--- config.mk ---
export PLATFORM = sky130hd
export DESIGN_NAME = cmp_timer
export DESIGN_NICKNAME = d
export VERILOG_FILES = /design/src/rtl/cmp_timer.sv
export SDC_FILE = /design/constraint.sdc
export NUM_CORES = 1
export LEC_CHECK = 0
export ABC_CLOCK_PERIOD_IN_PS = 3400
export BUFFER_PORTS_ARGS = -buffer_cell sky130_fd_sc_hd__buf_2
export CORE_MARGIN = 5
export CORE_UTILIZATION = 50
export DETAILED_ROUTE_END_ITERATION = 8
export HOLD_SLACK_MARGIN = 0.06
export PLACE_DENSITY_LB_ADDON = 0.05
export SYNTH_ARGS = -nofsm -noshare
export SYNTH_HDL_FRONTEND = slang
export SYNTH_SLANG_ARGS = --single-unit
--- constraint.sdc ---
create_clock -name clk -period 3.4 [get_ports clk]
set_clock_uncertainty 0.15 [all_clocks]
set_input_delay 1.02 -clock clk [delete_from_list [all_inputs] [get_ports clk]]
set_output_delay 1.02 -clock clk [all_outputs]
set_load 0.01 [all_outputs]
--- src/rtl/cmp_timer.sv ---
module cmp_timer #(
  parameter int CSW = 4
) (
  input  logic       clk,
  input  logic       rst_n,
  input  logic       we,
  input  logic [1:0] addr,
  input  logic [7:0] wdata,
  output logic [7:0] rdata,
  input  logic       ack_ovf,
  input  logic       ack_cmp,
  output logic       oc_pin,
  output logic       ovf_flag,
  output logic       cmp_flag
);
  localparam int PW = (1 << CSW) - 2;
  localparam logic [PW:0] ONE = {{PW{1'b0}}, 1'b1};
  localparam logic [CSW-1:0] CS_ONE = {{(CSW-1){1'b0}}, 1'b1};

  logic [7:0]    ctrl, count, cmpv;
  logic [PW-1:0] presc;
  logic          clr_pend, pin_q, fo_q, fc_q, pin_nx;

  wire [CSW-1:0] cs       = ctrl[CSW-1:0];
  wire [1:0]     mode     = ctrl[5:4];
  wire           pwm_lock = ctrl[6];
  wire           clr_mode = ctrl[7];

  wire wr_ctrl = we && addr == 2'd0;
  wire wr_cnt  = we && addr == 2'd1;
  wire wr_cmp  = we && addr == 2'd2;
  wire wr_cmd  = we && addr == 2'd3;

  wire [PW:0]   span = (ONE << (cs - CS_ONE)) - ONE;
  wire [PW-1:0] mask = span[PW-1:0];
  wire          tick = (cs != '0) && ((presc & mask) == mask);

  wire [7:0] nxt       = count + 8'd1;
  wire       advance   = tick && !wr_cnt && !clr_pend;
  wire       match_evt = advance && (nxt == cmpv);
  wire       ovf_evt   = advance && (count == 8'hFF);
  wire       force_evt = wr_cmd && wdata[1] && !pwm_lock;
  wire       act       = match_evt || force_evt;

  always_comb begin
    case (mode)
      2'b01:   pin_nx = ~pin_q;
      2'b10:   pin_nx = 1'b0;
      2'b11:   pin_nx = 1'b1;
      default: pin_nx = pin_q;
    endcase
  end

  always_ff @(posedge clk or negedge rst_n) begin
    if (!rst_n) begin
      ctrl     <= '0;
      count    <= '0;
      cmpv     <= '0;
      presc    <= '0;
      clr_pend <= 1'b0;
      pin_q    <= 1'b0;
      fo_q     <= 1'b0;
      fc_q     <= 1'b0;
    end else begin
      if (wr_ctrl) ctrl <= wdata;
      if (wr_cmp)  cmpv <= wdata;
      presc <= (wr_cmd && wdata[0]) ? '0 : presc + PW'(1);
      if (wr_cnt)        count <= wdata;
      else if (clr_pend) count <= '0;
      else if (tick)     count <= nxt;
      clr_pend <= match_evt && clr_mode;
      if (act) pin_q <= pin_nx;
      if (match_evt)                            fc_q <= 1'b1;
      else if (ack_cmp || (wr_cmd && wdata[5])) fc_q <= 1'b0;
      if (ovf_evt)                              fo_q <= 1'b1;
      else if (ack_ovf || (wr_cmd && wdata[4])) fo_q <= 1'b0;
    end
  end

  always_comb begin
    case (addr)
      2'd0:    rdata = ctrl;
      2'd1:    rdata = count;
      2'd2:    rdata = cmpv;
      default: rdata = {2'b00, fc_q, fo_q, 4'b0000};
    endcase
  end

  assign oc_pin   = pin_q;
  assign ovf_flag = fo_q;
  assign cmp_flag = fc_q;


  stop_hold_chk: assert property (@(posedge clk) disable iff (!rst_n)
    (cs == '0 && !wr_cnt && !clr_pend) |=> $stable(count));

  presc_clr_chk: assert property (@(posedge clk) disable iff (!rst_n)
    (wr_cmd && wdata[0]) |=> (presc == '0));

  toggle_chk: assert property (@(posedge clk) disable iff (!rst_n)
    (act && mode == 2'b01) |=> (oc_pin != $past(oc_pin)));

  cmp_set_chk: assert property (@(posedge clk) disable iff (!rst_n)
    match_evt |=> cmp_flag);

  ovf_set_chk: assert property (@(posedge clk) disable iff (!rst_n)
    ovf_evt |=> (ovf_flag && count == 8'h00));

  clr_next_chk: assert property (@(posedge clk) disable iff (!rst_n)
    (match_evt && clr_mode) |=> ##1 (count == 8'h00 || $past(wr_cnt)));

  force_quiet_chk: assert property (@(posedge clk) disable iff (!rst_n)
    (force_evt && !match_evt && !cmp_flag) |=> !cmp_flag);

  lock_chk: assert property (@(posedge clk) disable iff (!rst_n)
    (pwm_lock && !match_evt) |=> $stable(oc_pin));
endmodule

**Yosys cells after proc, flatten, opt, wreduce, memory -nomap -nowiden**

Index checks and enable logic that the tools add are counted.
W data, S select, Z words.

- Register bits after elaboration: 42
- Input port bits: 15
- Output and inout port bits: 11
- Logic and storage cells: 62

- $add $sub $neg: 4
- Equality and inequality tests: 9
- Shift operators: 1
- Muxes and demuxes: 10
- Bitwise logic cells: 2
- Reduce and logical (&&, ||, !) cells: 28

Operators with widths:

| cell | number |
|---|---|
| $mux W8 | 3 |
| $pmux W8 S3 | 1 |
| $logic_and A1 B1 Y1 | 15 |
| $add A14 B1 Y14 const B | 1 |
| $and A14 B14 Y14 | 1 |
| $eq A14 B14 Y1 | 1 |
| $mux W14 | 1 |
| $shl A1 B4 Y14 const A | 1 |
| $sub A14 B1 Y14 const B | 1 |
| $add A8 B1 Y8 const B | 1 |
| $eq A2 B2 Y1 const B | 4 |
| $eq A8 B8 Y1 | 1 |
| $eq A8 B8 Y1 const B | 1 |
| $reduce_bool A3 Y1 | 2 |
| $eq A2 B1 Y1 const B | 2 |
| $mux W1 | 4 |
| $reduce_bool A2 Y1 | 2 |
| $reduce_bool A4 Y1 | 1 |
| $sub A4 B1 Y4 const B | 1 |
| $logic_not A1 Y1 | 3 |
| $logic_or A1 B1 Y1 | 3 |
| $pmux W1 S3 | 1 |
| $logic_not A2 Y1 | 1 |
| $reduce_and A2 Y1 | 1 |
| $not A1 Y1 | 1 |

**Longest topological paths before layout**

- Depth in word-level cells: 11
- Gate-level depth with buffers: 13
- Depth with buffers taken out: 10

**Least setup slack after synthesis**

OpenSTA, ideal clock, no wires.

- Kind: input to output
- Start point: input addr[0]
- End point: output rdata[4]
- Arrival: 1846 ps
- Required time: 2230 ps
- Setup slack: 384 ps
- Stages: 2
- Path buffers: 1
- Path through: clkbuf_1 mux4_2

- Word-level cells in the longest chain between the ends: 2
- Elaborated cells on any way between the ends: 4
- Those cells by class: eq/ne: 2; mux: 1; reduce/logical: 1

RTL lines:

| element | line | text |
|---|---|---|
| from (decl) | 7 | `input logic [1:0] addr,` |
| $eq A2 B2 Y1 (tied with other cells) | 81 | `case (addr)` |
| $pmux W8 S3 (*) | 81 |  |
| to (decl) | 9 | `output logic [7:0] rdata,` |

Mark *: on every way between the ends. The rest lies on a longest branch, timed or not.

**Worst setup path after layout**

- Start point: input addr[0]
- End point: output rdata[0]

Same word-level chain as after synthesis.

==> results.txt <==
run status = complete, no violations
Peak VDD IR = 0.416 mV
YS warnings = 0
cts hold-fix bufs = 0
GRT Overall Usage = 0.194
Post-synth EDFFs = 0
Antenna diodes = 0
r2r worst-path depth = 10
fmax = 0.318 GHz
antenna-violating nets left = 0
largest net degree at the start of global routing = 25
H-tree depth = 2
hold path start = clr_pend$_DFF_PN0_
Core Area = 0.00520 mm^2
CTS clk-pin slew, worst paths = 0.08 ns
startpoint types = primary input
Area Overhead vs Synth = 10.1%
total CTS buffers = 5
final core occ = 0.576
r2r setup slk = 0.34 ns
post-layout min period = 3.14 ns
Tightest Hold Check Type = flip-flop to flip-flop
CP endpoint = rdata[0]
required time worst endpoint = 2.23 ns
fin nets = 322
area of the multi-input gates = 0.00155 mm^2
synthesized area per cell = 9.83 um^2
Crit. End Element = primary output
# fillers = 486
unique cell type count in the Yosys netlist = 58
drt wl/cell = 17.3 um
Slew headroom = 0.510
WL final = 6470 um
RSZ-0062 raised after global routing = no
Clock Path Buffers = 2
period utilization = 0.925
final hold vios = 0
clk_lat worst skew = 0.29 ns
std cell rows = 26
postcts setup bufs = 0
top layer in use = met4
total of max-cap violations = 0
I/O pin cnt = 26
layout cell share with drive strength beyond 1 = 0.221
metal2 WL = 2660 um
register bit total from synthesis = 42
CTS tree = yes
leakage power = 1.30 nW
worst reg2reg path endpoint = count[1]$_DFFE_PN0P_
vias per inst = 5.81
syn_nets = 295
drt drc = 0
DR iter-0 viols = 179
Mapped Area = 0.00272 mm^2
initial core utilization = 0.523
Die Area = 0.00702 mm^2
reg-to-reg startpoint = ctrl[2]$_DFFE_PN0P_
Worst-Margin Slew = 0.735 ns
clk sinks = 42
WHS Path Cells = 1
CP arrival = 1.97 ns
Die Y = 83.8 um
final max-slew violation count = 0
final setup TNS = 0 ns
initial antenna violation count = 0
Synth Instances = 277
PwrDens = 543 mW/mm^2
CTS Root Cell = clkbuf_8
WL met1 = 3420 um
async set or reset register ratio after synthesis = 1.00
number of global-route vias before repair = 2112
Initial DRT Pass Iterations = 4
Primary FF master, synth = dfrtp_1
origin of the worst setup path = addr[0]
routability cong. = 0.818
Reg area = 0.00105 mm^2
Setup-failing EPs final = 0
CTS resizes = 0
Port Buffers = 25
Crit Path Category = primary input to primary output
wire length on met3 = 335 um
Post-DP HPWL = 4740 um
die span in x = 83.8 um
critical path peak fanout = 13
first-pass GRT wire length = 11000 um
register area share after synthesis = 0.386
vias = 2167
grt ovf = 0
power breakdown:
group	internal, mW	leakage (nW)	switching [mW]
Clock	0.157	0.0431	0.162
Combinational	0.286	0.728	0.297
Sequential	0.594	0.525	0.132
Total	1.04	1.30	0.591
critical path, stage by stage:
cell and delay (ns):
buf_2 0.24, nor2b_1 0.17, buf_4 0.15, nand2_1 0.05
o21ai_0 0.14, buf_2 0.20
cell usage after synthesis (2+ instances only):
| cell type | n | area (um^2) |
|---|---|---|
| nand2_2 | 2 | 12.5 |
| o21ai_0 | 16 | 80.1 |
| xnor2_1 | 19 | 166 |
| and4_1 | 2 | 17.5 |
| a32o_1 | 2 | 20.0 |
| and3_1 | 3 | 18.8 |
| mux4_2 | 2 | 45.0 |
| ha_1 | 3 | 37.5 |
| nor2_1 | 22 | 82.6 |
| a31oi_1 | 2 | 12.5 |
| nor2b_1 | 7 | 43.8 |
| buf_1 | 2 | 7.51 |
| nand3b_1 | 7 | 52.6 |
| a21oi_1 | 7 | 35.0 |
| nand2b_1 | 4 | 25.0 |
| a211o_1 | 2 | 17.5 |
| o2111ai_1 | 3 | 26.3 |
| buf_2 | 5 | 25.0 |
| clkbuf_1 | 3 | 11.3 |
| nand4_1 | 4 | 25.0 |
| or3_1 | 3 | 18.8 |
| xor2_1 | 9 | 78.8 |
| mux2i_1 | 8 | 80.1 |
| dfrtp_1 | 42 | 1050 |
| and3b_1 | 2 | 17.5 |
| nand2_1 | 20 | 75.1 |
| buf_6 | 4 | 45.0 |
| a22o_1 | 9 | 78.8 |
| mux2_2 | 15 | 169 |
| nand3_1 | 15 | 75.1 |
| inv_1 | 6 | 22.5 |
worst min-delay path by stage:
stage,to,slack [ns]
after CTS,ovf_flag$_DFFE_PN0P_,0.36
final,ovf_flag$_DFFE_PN0P_,0.36
after floorplan,ovf_flag$_DFFE_PN0P_,0.30
after global routing,ovf_flag$_DFFE_PN0P_,0.40
after global placement,ovf_flag$_DFFE_PN0P_,0.36
after detailed placement,ovf_flag$_DFFE_PN0P_,0.35
per-layer routing:
| layer | track usage | vias to the layer above |
|---|---|---|
| li1 | - | 1055 |
| met1 | 0.322 | 1046 |
| met2 | 0.257 | 61 |
| met3 | 0.0316 | 5 |
| met4 | 0.0453 | 0 |
| met5 | 0 | - |
layout make-up:
cell class,instances,share of cell area
flip-flops and latches,42,0.351
multi-input cells,214,0.518
inverters,6,0.00751
clock buffers,6,0.0275
well taps,70,0.0292
repair buffers,35,0.0668
stage by stage:
stage | worst slack, ns | total power [mW] | hold slack (ns) | instance area (um^2) | instances
2_1_floorplan | 0.384 | 1.16 | 0.302 | 2720 | 277
3_3_place_gp | 0.287 | 1.30 | 0.357 | 2920 | 367
3_5_place_dp | 0.271 | 1.31 | 0.354 | 2920 | 367
4_1_cts | 0.272 | 1.64 | 0.364 | 3000 | 373
5_1_grt | 0.157 | 1.74 | 0.397 | 3000 | 373
6_report | 0.257 | 1.63 | 0.356 | 3000 | 373
logic make-up (layout without fill, tap and decap cells):
kind of cell	Yosys count	in the layout	share of synthesized area
buf+inv	21	47	0.0436
flops	42	42	0.386
simple gates	104	104	0.215
fa+ha+maj	3	3	0.0138
mux	26	26	0.113
compound gates	53	53	0.138
xor+xnor	28	28	0.0900
flip-flops by register name, summed over array words and instances (netlist names):
signal    count
ovf_flag      1
count         8
cmp_flag      1
cmpv          8
oc_pin        1
presc        14
clr_pend      1
ctrl          8
cell usage in the layout, fill, tap and decap left out, types with 7 or more instances in the layout:
master / count
o21ai_0: 16
dfrtp_1: 42
a22o_1: 9
xnor2_1: 19
nor2_1: 22
nand3b_1: 7
mux2_2: 15
a21oi_1: 7
mux2i_1: 8
nand3_1: 15
buf_4: 10
xor2_1: 9
nor2b_1: 7
buf_2: 25
nand2_1: 20
Power figures use the tool's default switching activity.
